### src/rtl/dualadc_pkg.sv
package dualadc_pkg;

  // Count of zero bits that precede the sample on each data line.
  localparam int LEAD_BITS = 2;

  typedef enum logic [2:0] {
    ST_IDLE,
    ST_SETUP,
    ST_LOW,
    ST_HIGH,
    ST_ACQ
  } frameState_t;

  // Strobes from the frame sequencer to the lane datapath.
  typedef struct packed {
    logic clear;    // new frame: wipe captured bits and counters
    logic sample;   // a rising serial-clock edge happens at this clock edge
    logic finish;   // frame ends at this clock edge: publish results
    logic aborted;  // qualifies finish: frame ended short
  } laneCtrl_t;

endpackage

### src/rtl/dualadc_ctrl.sv
module dualadc_ctrl
  import dualadc_pkg::*;
#(
  parameter int RES       = 14,
  parameter int CLK_DIV   = 2,
  parameter int SETUP_CYC = 3,
  parameter int ACQ_CYC   = 10
) (
  input  logic      clk,
  input  logic      rstN,
  input  logic      start,
  input  logic      abortReq,
  output logic      csN,
  output logic      sclk,
  output logic      busy,
  output laneCtrl_t laneCtrl
);

  localparam int TOTAL_RISES = RES + LEAD_BITS;
  localparam int RISE_W      = $clog2(TOTAL_RISES + 1);
  localparam int WAIT_MAX1   = (CLK_DIV > SETUP_CYC) ? CLK_DIV : SETUP_CYC;
  localparam int WAIT_MAX    = (WAIT_MAX1 > ACQ_CYC) ? WAIT_MAX1 : ACQ_CYC;
  localparam int TIM_W       = $clog2(WAIT_MAX + 1);

  localparam logic [TIM_W-1:0]  SETUP_LAST = TIM_W'(SETUP_CYC - 1);
  localparam logic [TIM_W-1:0]  HALF_LAST  = TIM_W'(CLK_DIV - 1);
  localparam logic [TIM_W-1:0]  ACQ_LAST   = TIM_W'(ACQ_CYC - 1);
  localparam logic [RISE_W-1:0] RISE_FULL  = RISE_W'(TOTAL_RISES);

  frameState_t       state, stateNext;
  logic [TIM_W-1:0]  timer, timerNext;
  logic [RISE_W-1:0] riseCnt, riseNext;
  logic              allRises;

  assign allRises = (riseCnt == RISE_FULL);

  always_comb begin
    stateNext = state;
    timerNext = timer + 1'b1;
    riseNext  = riseCnt;
    laneCtrl  = '0;
    unique case (state)
      ST_IDLE: begin
        timerNext = '0;
        if (start) begin
          stateNext      = ST_SETUP;
          riseNext       = '0;
          laneCtrl.clear = 1'b1;
        end
      end
      ST_SETUP: begin
        if (abortReq) begin
          stateNext        = ST_ACQ;
          timerNext        = '0;
          laneCtrl.finish  = 1'b1;
          laneCtrl.aborted = 1'b1;
        end else if (timer == SETUP_LAST) begin
          stateNext = ST_LOW;
          timerNext = '0;
        end
      end
      ST_LOW: begin
        if (abortReq) begin
          stateNext        = ST_ACQ;
          timerNext        = '0;
          laneCtrl.finish  = 1'b1;
          laneCtrl.aborted = 1'b1;
        end else if (timer == HALF_LAST) begin
          stateNext       = ST_HIGH;
          timerNext       = '0;
          riseNext        = riseCnt + 1'b1;
          laneCtrl.sample = 1'b1;
        end
      end
      ST_HIGH: begin
        if (abortReq || (allRises && timer == HALF_LAST)) begin
          stateNext        = ST_ACQ;
          timerNext        = '0;
          laneCtrl.finish  = 1'b1;
          laneCtrl.aborted = !allRises;
        end else if (timer == HALF_LAST) begin
          stateNext = ST_LOW;
          timerNext = '0;
        end
      end
      ST_ACQ: begin
        if (timer == ACQ_LAST) begin
          stateNext = ST_IDLE;
          timerNext = '0;
        end
      end
      default: begin
        stateNext = ST_IDLE;
        timerNext = '0;
      end
    endcase
  end

  always_ff @(posedge clk) begin
    if (!rstN) begin
      state   <= ST_IDLE;
      timer   <= '0;
      riseCnt <= '0;
      csN     <= 1'b1;
      sclk    <= 1'b1;
      busy    <= 1'b0;
    end else begin
      state   <= stateNext;
      timer   <= timerNext;
      riseCnt <= riseNext;
      csN     <= !(stateNext inside {ST_SETUP, ST_LOW, ST_HIGH});
      sclk    <= (stateNext != ST_LOW);
      busy    <= (stateNext != ST_IDLE);
    end
  end

endmodule

### src/rtl/dualadc_lanes.sv
module dualadc_lanes
  import dualadc_pkg::*;
#(
  parameter int RES   = 14,
  parameter int LANES = 2
) (
  input  logic                           clk,
  input  logic                           rstN,
  input  laneCtrl_t                      laneCtrl,
  input  logic [LANES-1:0]               sdo,
  output logic [LANES-1:0][RES-1:0]      result,
  output logic                           resultValid,
  output logic                           partial,
  output logic [$clog2(RES+1)-1:0]       bitCount
);

  localparam int CNT_W  = $clog2(RES + 1);
  localparam int IDX_W  = (RES > 1) ? $clog2(RES) : 1;
  localparam int LEAD_W = $clog2(LEAD_BITS + 1);

  logic [LEAD_W-1:0] leadCnt;
  logic [CNT_W-1:0]  dataCnt;
  logic              takeBit;
  logic [IDX_W-1:0]  bitPos;

  // A rising edge carries data only once the lead bits are gone and the
  // word is not yet full; edges past the word are dropped.
  assign takeBit = laneCtrl.sample && (leadCnt == LEAD_W'(LEAD_BITS))
                   && (dataCnt < CNT_W'(RES));
  assign bitPos  = IDX_W'(RES - 1) - IDX_W'(dataCnt);

  always_ff @(posedge clk) begin
    if (!rstN) begin
      leadCnt <= '0;
      dataCnt <= '0;
    end else if (laneCtrl.clear) begin
      leadCnt <= '0;
      dataCnt <= '0;
    end else if (laneCtrl.sample) begin
      if (leadCnt != LEAD_W'(LEAD_BITS)) begin
        leadCnt <= leadCnt + 1'b1;
      end else if (takeBit) begin
        dataCnt <= dataCnt + 1'b1;
      end
    end
  end

  for (genvar g = 0; g < LANES; g++) begin : g_lane
    logic [RES-1:0] capture;

    always_ff @(posedge clk) begin
      if (!rstN) begin
        capture <= '0;
      end else if (laneCtrl.clear) begin
        capture <= '0;
      end else if (takeBit) begin
        capture[bitPos] <= sdo[g];
      end
    end

    always_ff @(posedge clk) begin
      if (!rstN) begin
        result[g] <= '0;
      end else if (laneCtrl.finish) begin
        result[g] <= capture;
      end
    end
  end

  always_ff @(posedge clk) begin
    if (!rstN) begin
      resultValid <= 1'b0;
      partial     <= 1'b0;
      bitCount    <= '0;
    end else begin
      resultValid <= laneCtrl.finish;
      if (laneCtrl.finish) begin
        partial  <= laneCtrl.aborted;
        bitCount <= dataCnt;
      end
    end
  end

endmodule

### src/rtl/dual_adc_reader.sv
module dual_adc_reader
  import dualadc_pkg::*;
#(
  parameter int RES       = 14,
  parameter int CLK_DIV   = 2,
  parameter int SETUP_CYC = 3,
  parameter int ACQ_CYC   = 10
) (
  input  logic                     clk,
  input  logic                     rstN,
  input  logic                     start,
  input  logic                     abortReq,
  input  logic                     sdoA,
  input  logic                     sdoB,
  output logic                     csN,
  output logic                     sclk,
  output logic                     busy,
  output logic                     resultValid,
  output logic [RES-1:0]           resultA,
  output logic [RES-1:0]           resultB,
  output logic                     partial,
  output logic [$clog2(RES+1)-1:0] bitCount
);

  localparam int LANES = 2;

  laneCtrl_t                  laneCtrl;
  logic [LANES-1:0][RES-1:0]  laneResult;

  dualadc_ctrl #(
    .RES      (RES),
    .CLK_DIV  (CLK_DIV),
    .SETUP_CYC(SETUP_CYC),
    .ACQ_CYC  (ACQ_CYC)
  ) u_ctrl (
    .clk     (clk),
    .rstN    (rstN),
    .start   (start),
    .abortReq(abortReq),
    .csN     (csN),
    .sclk    (sclk),
    .busy    (busy),
    .laneCtrl(laneCtrl)
  );

  dualadc_lanes #(
    .RES  (RES),
    .LANES(LANES)
  ) u_lanes (
    .clk        (clk),
    .rstN       (rstN),
    .laneCtrl   (laneCtrl),
    .sdo        ({sdoB, sdoA}),
    .result     (laneResult),
    .resultValid(resultValid),
    .partial    (partial),
    .bitCount   (bitCount)
  );

  assign resultA = laneResult[0];
  assign resultB = laneResult[1];

endmodule

### config.mk
export PLATFORM = sky130hd
export DESIGN_NAME = dual_adc_reader
export DESIGN_NICKNAME = d
export VERILOG_FILES = /design/src/rtl/dualadc_pkg.sv /design/src/rtl/dualadc_ctrl.sv /design/src/rtl/dualadc_lanes.sv /design/src/rtl/dual_adc_reader.sv
export SDC_FILE = /design/constraint.sdc
export NUM_CORES = 1
export LEC_CHECK = 0
export BUFFER_PORTS_ARGS = -buffer_cell sky130_fd_sc_hd__clkbuf_2
export CAP_MARGIN = 20
export CORE_MARGIN = 5
export CORE_UTILIZATION = 55
export CTS_CLUSTER_DIAMETER = 60
export DETAILED_ROUTE_END_ITERATION = 6
export PLACE_DENSITY = 0.82
export SLEW_MARGIN = 15
export SYNTH_ARGS = -nofsm -noshare
export SYNTH_HDL_FRONTEND = slang
export SYNTH_SLANG_ARGS = --single-unit
export TNS_END_PERCENT = 1
### constraint.sdc
create_clock -name clk -period 3.3 [get_ports clk]
set_clock_uncertainty 0.15 [all_clocks]
set_input_delay 0.33 -clock clk [delete_from_list [all_inputs] [get_ports clk]]
set_output_delay 0.33 -clock clk [all_outputs]
set_load 0.01 [all_outputs]
==> results of run 1 <==
-- cell usage after synthesis, types with 2 or more instances --
master and n:
nand2_1 91, dfxtp_1 83, mux2i_1 52, a21oi_1 18, clkbuf_1 17, nand3_1 16, ha_1 12, inv_1 12
nor2_1 11, nand4_1 9, o31ai_1 8, or3_1 5, xnor2_1 5, and2_1 4, buf_2 4, nor2b_1 4
nand2b_1 3, nor3_1 3, o21ai_0 3, o21ai_1 3, or4_1 3, a21o_1 2, a31oi_1 2, and4_1 2
buf_4 2, nor3b_2 2, o211ai_1 2, or3b_1 2, xor2_1 2
-- flip-flops by register name, summed over array words and instances, names as in the netlist --
register                flops
u_ctrl.busy                 1
u_ctrl.csN                  1
u_ctrl.riseCnt              5
u_ctrl.sclk                 1
u_ctrl.state                3
u_ctrl.timer                4
u_lanes.bitCount            4
u_lanes.dataCnt             4
u_lanes.g_lane.capture     28
u_lanes.leadCnt             2
u_lanes.partial             1
u_lanes.result             28
u_lanes.resultValid         1
-- cells by family (layout without fill, tap and decap cells) --
| group | Yosys count | in the layout | synth area share, % |
|---|---|---|---|
| buffers and inverters | 36 | 74 | 4.02 |
| AOI/OAI and AO/OA | 45 | 45 | 7.70 |
| xor gates and xnor gates | 7 | 7 | 1.67 |
| and+or+nand+nor | 167 | 167 | 23.1 |
| DFF | 83 | 83 | 45.2 |
| adders and majority gates | 12 | 12 | 4.09 |
| muxes | 52 | 52 | 14.2 |
-- critical path, cell delays in order, from the launching register on --
cell and delay (ns):
dfxtp_1 0.41, ha_1 0.27, nor4b_2 0.33, nand4_1 0.54, or4_1 0.66, mux2i_1 0.15
-- path summary, 6_finish.rpt --
kind	to	slack, ns	cells past startpoint
setup / recovery	u_lanes.g_lane[0].capture[12]$_SDFFE_PP0P_	0.67	5
hold / removal	u_lanes.g_lane[1].capture[4]$_SDFFE_PP0P_	0.13	3
setup reg to reg	u_lanes.g_lane[0].capture[12]$_SDFFE_PP0P_	0.67	5
hold reg to reg	u_lanes.result[0]$_SDFFE_PN0P_	0.30	2
-- stage by stage --
stage / instances / setup slack (ns) / hold WS (ns) / utilization [%] / power (mW)
finish: 517 / 0.675 / 0.133 / 63.8 / 1.77
global route: 517 / 0.494 / 0.125 / 63.8 / 1.85
CTS: 517 / 0.714 / 0.123 / 63.8 / 1.79
detailed placement: 501 / 0.733 / 0.298 / 60.9 / 1.12
global placement: 501 / 0.887 / 0.291 / 60.9 / 1.12
floorplan: 402 / 1.22 / 0.288 / - / 1.10
-- final cells by class --
cell class | instances | share of cell area [%]
Clock buffer | 10 | 3.36
Tap cell | 77 | 2.35
Inverter | 12 | 1.10
Clock inverter | 6 | 1.19
Timing Repair Buffer | 46 | 5.86
Multi-Input combinational cell | 283 | 45.6
Sequential cell | 83 | 40.5
-- power by group through the flow --
stage	logic, mW	registers [mW]	clock network [mW]
2_1_floorplan	0.0628	1.03	0
3_3_place_gp	0.0821	1.04	0
3_5_place_dp	0.0829	1.04	0
4_1_cts	0.0835	1.01	0.689
5_1_grt	0.0906	1.02	0.745
6_report	0.0832	1.01	0.676
-- per-layer routing --
metal	up-vias	track usage [%]	wire (microns)
li1	1458	-	-
met1	1365	22.3	3240
met2	76	32.6	3850
met3	18	3.68	320
met4	0	8.29	174
met5	-	0	0
==> impl_metrics.tcl, run 1 <==
set metrics [dict create \
    outcome "finished clean" \
    nFillCells 525 \
    synth_edf_count 0 \
    ys_seq_elements 83 \
    holdCritPathClass "input port to register" \
    setup.worst_path.start_class "register" \
    setup_viol 0 \
    grt_pass1_vias 2800 \
    max_clock_freq_ghz 0.381 \
    grt_pass1_wl_mm 13.0 \
    hp-start "sdoB" \
    seqPwrFrac_pct 57.2 \
    ant_nets 0 \
    gp_congestion 0.857 \
    core_area_sq_um 6420 \
    layout_common_cells "nand2_1 (91), dfxtp_1 (83), mux2i_1 (52)" \
    ys_warn_count 0 \
    synth_area_sq_um 3670 \
    syn_area_per_cell_sq_um 9.14 \
    grt_max_degree 66 \
    rr_startpoint "u_ctrl.timer[0]$_SDFF_PN0_" \
    clkTransAtPathRegs_ns 0.09 \
    swShare_pct 24.9 \
    p_leak_nw 1.59 \
    dr.pass1.iters 5 \
    rsz0062_at_grt "no" \
    grt.total_usage_pct 18.7 \
    layout_commonest_cell "nand2_1" \
    max_slew.worst_pin.slew_ns 0.689 \
    antenna_found_initial 0 \
    tns_ns 0 \
    via_per_inst 5.64 \
    wl_per_cell_microns 14.7 \
    min_period_ns 2.63 \
    num-nets-final 453 \
    syn_to_final_growth_pct 11.6 \
    tritoncts "yes" \
    design_area_sq_um 4100 \
    worstPathArrival_ns 2.71 \
    cts_setup_buffers 0 \
    seq_area_frac_synth_pct 45.2 \
    cp-end-kind "register" \
    regArea_sq_um 1660 \
    ir_drop_uv 229 \
    worstSetupPathType "register to register" \
    cts_hold_buf 0 \
    initial_core_util_pct 57.2 \
    die_h_microns 91.7 \
    syn-num-nets 420 \
    cts_sinks 83 \
    power_density_nw_per_um2 432 \
    dieWidth_microns 91.7 \
    numCtsBuffers 9 \
    synth_top_area_share_pct 45.2 \
    drt_iter0_drc 162 \
    drc 0 \
    ys_types 49 \
    io_pins 43 \
    crit_fanout 14 \
    pwr-share-clk_pct 38.1 \
    postSynthCellCount 402 \
    combinationalPowerShare_pct 4.7 \
    worstPathRequired_ns 3.38 \
    cts_max_level 3 \
    row_count 29 \
    relSlewSlack_pct 53.6 \
    p_int_mw 1.33 \
    synth_top_flop_cell "dfxtp_1" \
    dp_hpwl_mm 5.34 \
    yosys.area.top_type "dfxtp_1" \
    post_cts_resized 0 \
    report.final.slew_viol_count 0 \
    drv_cap 0 \
    multi_input_area_sq_um 1870 \
    yosys-top-cells-area "dfxtp_1 (45%), mux2i_1 (14%), nand2_1 (9.3%)" \
    vias 2917 \
    hold_viol_final 0 \
    dieArea_sq_um 8410 \
    clk_latency_ns 0.35 \
    clock-root-buffer "clkbuf_8" \
    place_area_sq_um 3910 \
    ctsLongestPathBuffers 2 \
    period_share_pct 79.6 \
    power.switching_mw 0.442 \
    num_antenna_cells 0 \
    crit_start "u_ctrl.timer[0]$_SDFF_PN0_" \
    grt-ovfl-total 0 \
    port_buffers 42 \
    drive_gt1_share_pct 15.7 \
    routed_wl_mm 7.58 \
    async_flop_share_pct 0 \
]
(Power assumes the default switching activity.)
==> inputs of run 2 (changes only) <==
Settings changed: CORE_UTILIZATION 55 to 52, PLACE_DENSITY 0.82 to 0.81.
Clock period 3.3 ns to 2.35 ns, I/O delays scaled along.
==> run 2 against run 1 <==
Worst setup slack got worse by 0.57 ns; core utilization fell by 2.7 points; sequential power rose by 41%; critical path depth rose by 1; via count rose by 1.7%; sequential cell count did not move; sequential share of layout area fell by 0.72 points; first-iteration DRC count rose by 3.1%; worst hold slack got worse by 0.099 ns; critical endpoint is now u_lanes.g_lane[1].capture[8]$_SDFFE_PP0P_; largest cell class unchanged; largest power group unchanged.
==> impl_metrics.tcl, run 2 (synthesis gave the netlist of run 1 again) <==
set metrics [dict create \
    use_met3_pct 4.89 \
    rrSetupSlack_ns 0.11 \
    crit_fanout 8 \
    layout_common_cells "nand2_1 (91), dfxtp_1 (83), mux2i_1 (52)" \
    relSlewSlack_pct 58.7 \
    max_clock_freq_ghz 0.446 \
    slowest_delay_ns 0.52 \
    dr.pass1.iters 5 \
    setup_viol 0 \
    port_buffers 42 \
    crit_start "u_ctrl.timer[0]$_SDFF_PN0_" \
    clkTransAtPathRegs_ns 0.09 \
    gp_congestion 0.814 \
    min_period_ns 2.24 \
    power_density_nw_per_um2 587 \
    ant_nets 0 \
    cts_sinks 83 \
    tritoncts "yes" \
    cts_max_level 3 \
    drt_iter0_drc 167 \
    cts_hold_buf 0 \
    top_usage_layer "met2" \
    path_delay_family "simple AND/OR/NAND/NOR gates" \
    cp-endpoint "u_lanes.g_lane[1].capture[8]$_SDFFE_PP0P_" \
    crit_chain "ha_2 -> or4b_4 -> nor4b_4 -> buf_4 -> nand3_1 -> mux2i_1" \
    num-nets-final 459 \
    drive_gt1_share_pct 17.0 \
    crit_cells 6 \
    p_leak_nw 1.62 \
    drv_cap 0 \
    holdCritPathClass "input port to register" \
    grt.total_usage_pct 19.2 \
    finalPower_mw 2.45 \
    use_met2_pct 34.5 \
    clock-root-buffer "clkbuf_8" \
    die_h_microns 94.1 \
    tns_ns 0 \
    via_per_inst 5.47 \
    numCtsBuffers 9 \
    worstSetupPathType "register to register" \
    nFillCells 618 \
    grt-ovfl-total 0 \
    worstPathRequired_ns 2.41 \
    outcome "finished clean" \
    report.final.slew_viol_count 0 \
    fin_hold_ws_ns 0.0341 \
    reg_top3 "u_lanes.g_lane.capture (28), u_lanes.result (28), u_ctrl.riseCnt (5)" \
    dieArea_sq_um 8850 \
    reg2reg_to "u_lanes.g_lane[1].capture[8]$_SDFFE_PP0P_" \
    worstPathArrival_ns 2.31 \
    initial_core_util_pct 53.8 \
    grt.met1_usage_pct 21.2 \
    drc 0 \
    grt_pass1_wl_mm 13.5 \
    grt_max_degree 68 \
    dp_hpwl_mm 5.68 \
    wl_per_cell_microns 14.4 \
    rsz0062_at_grt "no" \
    ir_drop_uv 420 \
    layout_commonest_cell "nand2_1" \
    max_slew.worst_pin.slew_ns 0.619 \
    ctsLongestPathBuffers 2 \
    routed_wl_mm 7.83 \
    clk_latency_ns 0.35 \
    period_share_pct 95.5 \
    setup.worst_path.start_class "register" \
    syn_to_final_growth_pct 13.6 \
    cp_num_buf_inv 1 \
    reg2regPathDepth 6 \
    cts_setup_buffers 0 \
    row_count 30 \
    antenna_found_initial 0 \
    core_area_sq_um 6830 \
    dieWidth_microns 94.1 \
    vias 2967 \
    hold_viol_final 0 \
    cpMaxStageDelayCell "or4b_4" \
    num_antenna_cells 0 \
    cp-end-kind "register" \
    rr_startpoint "u_ctrl.timer[0]$_SDFF_PN0_" \
    grt_pass1_vias 2947 \
    io_pins 43 \
]
==> run 2: changes by cell type in the layout (fill, tap and decap cells not counted) <==
cell	delta
clkinv_4	-1
clkinv_2	+1
ha_2	+1
buf_12	+1
ha_1	-1
clkbuf_8	-1
buf_4	+5
clkinvlp_4	+1
==> run 2: worst min-delay path by stage <==
stage	from	endpoint	slack, ns	depth (start not counted)
final	sdoA	u_lanes.g_lane[0].capture[4]$_SDFFE_PP0P_	0.03	3
after global routing	sdoA	u_lanes.g_lane[0].capture[5]$_SDFFE_PP0P_	0.03	3
after CTS	sdoB	u_lanes.g_lane[1].capture[4]$_SDFFE_PP0P_	0.02	3
after detailed placement	u_lanes.result[0]$_SDFFE_PN0P_	u_lanes.result[0]$_SDFFE_PN0P_	0.30	2
after global placement	u_lanes.result[23]$_SDFFE_PN0P_	u_lanes.result[23]$_SDFFE_PN0P_	0.29	2
after floorplan	rstN	u_ctrl.timer[1]$_SDFF_PN0_	0.24	2
==> run 2: repair_timing <==
action | 4_1_cts | 5_1_grt
endpoints found under the hold margin | 0 | 0
gates resized for setup | 0 | 1
setup endpoints to repair | 0 | 5
==> run 2: cell type report <==
cell class	count	area [sq um]	share of cell area, %
multi-input combinational	283	1870	44.9
sequential	83	1660	39.8
timing repair buffer	52	298	7.13
clock buffer	9	124	2.97
tap	96	120	2.88
inverter	12	45.0	1.08
clock inverter	7	52.6	1.26
==> run 2: metrics by stage <==
stage	area [sq um]	util, %	worst slack, ns	std cells
floorplan	3670	-	0.266	402
global placement	4000	58.5	0.215	526
detailed placement	4000	58.5	0.0879	526
CTS	4170	61.1	0.0830	542
global route	4170	61.1	0.0135	542
finish	4170	61.1	0.106	542
==> run 2: power by group <==
part           total [mW]  internal (mW)  switching [mW]
combinational       0.129         0.0437          0.0856
sequential           1.42           1.41         0.00550
clock               0.904          0.386           0.518
total                2.45           1.84           0.609
==> run 2: worst reg2reg max path, stage by stage (launching register included) <==
cell     delay, ns
dfxtp_1       0.41
ha_2          0.26
or4b_4        0.52
nor4b_4       0.26
buf_4         0.20
nand3_1       0.15
mux2i_1       0.18
==> run 2: routing by layer <==
metal / vias to the layer above / wire length, microns / share of wire, %
li1: 1474 / - / -
met1: 1402 / 3130 / 40
met2: 77 / 4160 / 53
met3: 14 / 371 / 4.7
met4: 0 / 166 / 2.1
met5: - / 0 / 0
==> inputs of run 3 (changes only) <==
Settings changed: PLACE_DENSITY 0.81 to 0.83.
==> run 3 against run 2 <==
Sequential power barely moved; highest routed layer unchanged; final cell count rose by 0.18%; first-iteration DRC count fell by 14%; die area did not move; largest cell class unchanged; combinational power rose by 3%; count of clock-buffer cells in the layout rose by 1; design area rose by 1.3%; non-clock buffer count rose by 1; worst hold slack got worse by 0.010 ns; core utilization rose by 0.77 points; clock power rose by 19%; worst setup slack got worse by 0.0074 ns.
==> impl_metrics.tcl, run 3 (synthesis gave the netlist of run 1 again) <==
set metrics [dict create \
    outcome "finished clean" \
    drv_cap 0 \
    dp_hpwl_mm 5.42 \
    drive_gt1_share_pct 17.2 \
    cts_max_level 3 \
    core_area_sq_um 6830 \
    grt_pass1_wl_mm 13.1 \
    reg2regPathDepth 6 \
    ir_drop_uv 456 \
    initial_core_util_pct 53.8 \
    clkTransAtPathRegs_ns 0.09 \
    clock-root-buffer "clkbuf_8" \
    layout_commonest_cell "nand2_1" \
    wl_per_cell_microns 14.3 \
    worstPathRequired_ns 2.43 \
    grt_pass1_vias 2893 \
    max_clock_freq_ghz 0.444 \
    relSlewSlack_pct 61.1 \
    via_per_inst 5.39 \
    vias 2925 \
    tritoncts "yes" \
    reg2reg_to "u_lanes.g_lane[0].capture[2]$_SDFFE_PP0P_" \
    setup_viol 0 \
    fin_ws_ns 0.0991 \
    grt-ovfl-total 0 \
    num_antenna_cells 0 \
    worstSetupPathType "register to register" \
    clk_latency_ns 0.35 \
    post-place-ws_ns 0.130 \
    reg_top3 "u_lanes.g_lane.capture (28), u_lanes.result (28), u_ctrl.riseCnt (5)" \
    tns_ns 0 \
    cts_hold_buf 0 \
    cts_sinks 83 \
    io_pins 43 \
    antenna_found_initial 0 \
    port_buffers 42 \
    layout_common_cells "nand2_1 (91), dfxtp_1 (83), mux2i_1 (52)" \
    final_cells 543 \
    row_count 30 \
    fin_util_pct 61.9 \
    period_share_pct 95.8 \
    report.final.slew_viol_count 0 \
    p_leak_nw 1.65 \
    path_delay_family "simple AND/OR/NAND/NOR gates" \
    cp-end-kind "register" \
    hold_viol_final 0 \
    cp-endpoint "u_lanes.g_lane[0].capture[2]$_SDFFE_PP0P_" \
    min_period_ns 2.25 \
    dieArea_sq_um 8850 \
    cts_setup_buffers 0 \
    nFillCells 592 \
    rrSetupSlack_ns 0.1 \
    slowest_delay_ns 0.51 \
    post_cts_resized 0 \
    grt_max_degree 69 \
    ctsLongestPathBuffers 2 \
    rr_startpoint "u_ctrl.timer[0]$_SDFF_PN0_" \
    multi_input_area_sq_um 1870 \
    cpMaxStageDelayCell "or4b_4" \
    die_h_microns 94.1 \
    drc 0 \
    gp_congestion 0.779 \
    crit_fanout 8 \
    max_slew.worst_pin.slew_ns 0.578 \
    post-place-cells 527 \
    routed_wl_mm 7.75 \
    rsz0062_at_grt "no" \
    setup.worst_path.start_class "register" \
    dr.pass1.iters 4 \
    dieWidth_microns 94.1 \
    crit_cells 6 \
    holdCritPathClass "input port to register" \
    drt_iter0_drc 143 \
    worstPathArrival_ns 2.33 \
    grt.total_usage_pct 18.6 \
    crit_start "u_ctrl.timer[0]$_SDFF_PN0_" \
    finalPower_mw 2.63 \
    regArea_sq_um 1660 \
    ant_nets 0 \
    power_density_nw_per_um2 622 \
    numCtsBuffers 9 \
    crit_chain "ha_2 -> or4b_4 -> nor4b_4 -> buf_4 -> nand3_1 -> mux2i_1" \
    cp_num_buf_inv 1 \
    syn_to_final_growth_pct 15.1 \
    num-nets-final 460 \
]
==> run 3: metrics by stage <==
stage	hold slack, ns	instance area, sq um
final	0.0238	4230
after global routing	0.0203	4230
after CTS	0.0141	4220
after detailed placement	0.298	4020
after global placement	0.292	4020
after floorplan	0.238	3670
==> run 3: final cells by class <==
class / count / share of cell area [%]
timing repair buffer: 53 / 7.52
clock buffer: 10 / 3.26
tap: 96 / 2.84
sequential: 83 / 39.3
inverter: 12 / 1.07
multi-input combinational: 283 / 44.3
clock inverter: 6 / 1.69
==> run 3: worst min-delay path, stage by stage <==
cell      delay (ns)
clkbuf_2        0.12
nand4_1         0.08
a21oi_1         0.06
==> run 3: power breakdown <==
part	internal [mW]	leakage [nW]	switching, mW	total (mW)
combinational	0.0470	0.877	0.0860	0.133
clock	0.533	0.105	0.545	1.08
sequential	1.41	0.669	0.00651	1.42
total	1.99	1.65	0.638	2.63
==> run 3: layer usage <==
metal  part of all wire, %  vias up  global-route usage, %  routed length (microns)
li1                      -     1471                      -                        -
met1                    42     1379                   20.5                     3250
met2                    53       64                   33.5                     4080
met3                   4.2       11                   4.65                      323
met4                   1.3        0                   7.82                       98
met5                     0        -                      0                        0
==> run 3: how the worst min path moves through the flow <==
stage                     slack, ns                             from  depth (start not counted)                                         to
final                          0.02                             sdoA                          3  u_lanes.g_lane[0].capture[4]$_SDFFE_PP0P_
after global placement         0.29   u_lanes.result[5]$_SDFFE_PN0P_                          2             u_lanes.result[5]$_SDFFE_PN0P_
after global routing           0.02                             sdoA                          3  u_lanes.g_lane[0].capture[4]$_SDFFE_PP0P_
after floorplan                0.24                             rstN                          2                 u_ctrl.timer[1]$_SDFF_PN0_
after detailed placement       0.30  u_lanes.result[21]$_SDFFE_PN0P_                          2            u_lanes.result[21]$_SDFFE_PN0P_
after CTS                      0.01                             sdoA                          3  u_lanes.g_lane[0].capture[7]$_SDFFE_PP0P_
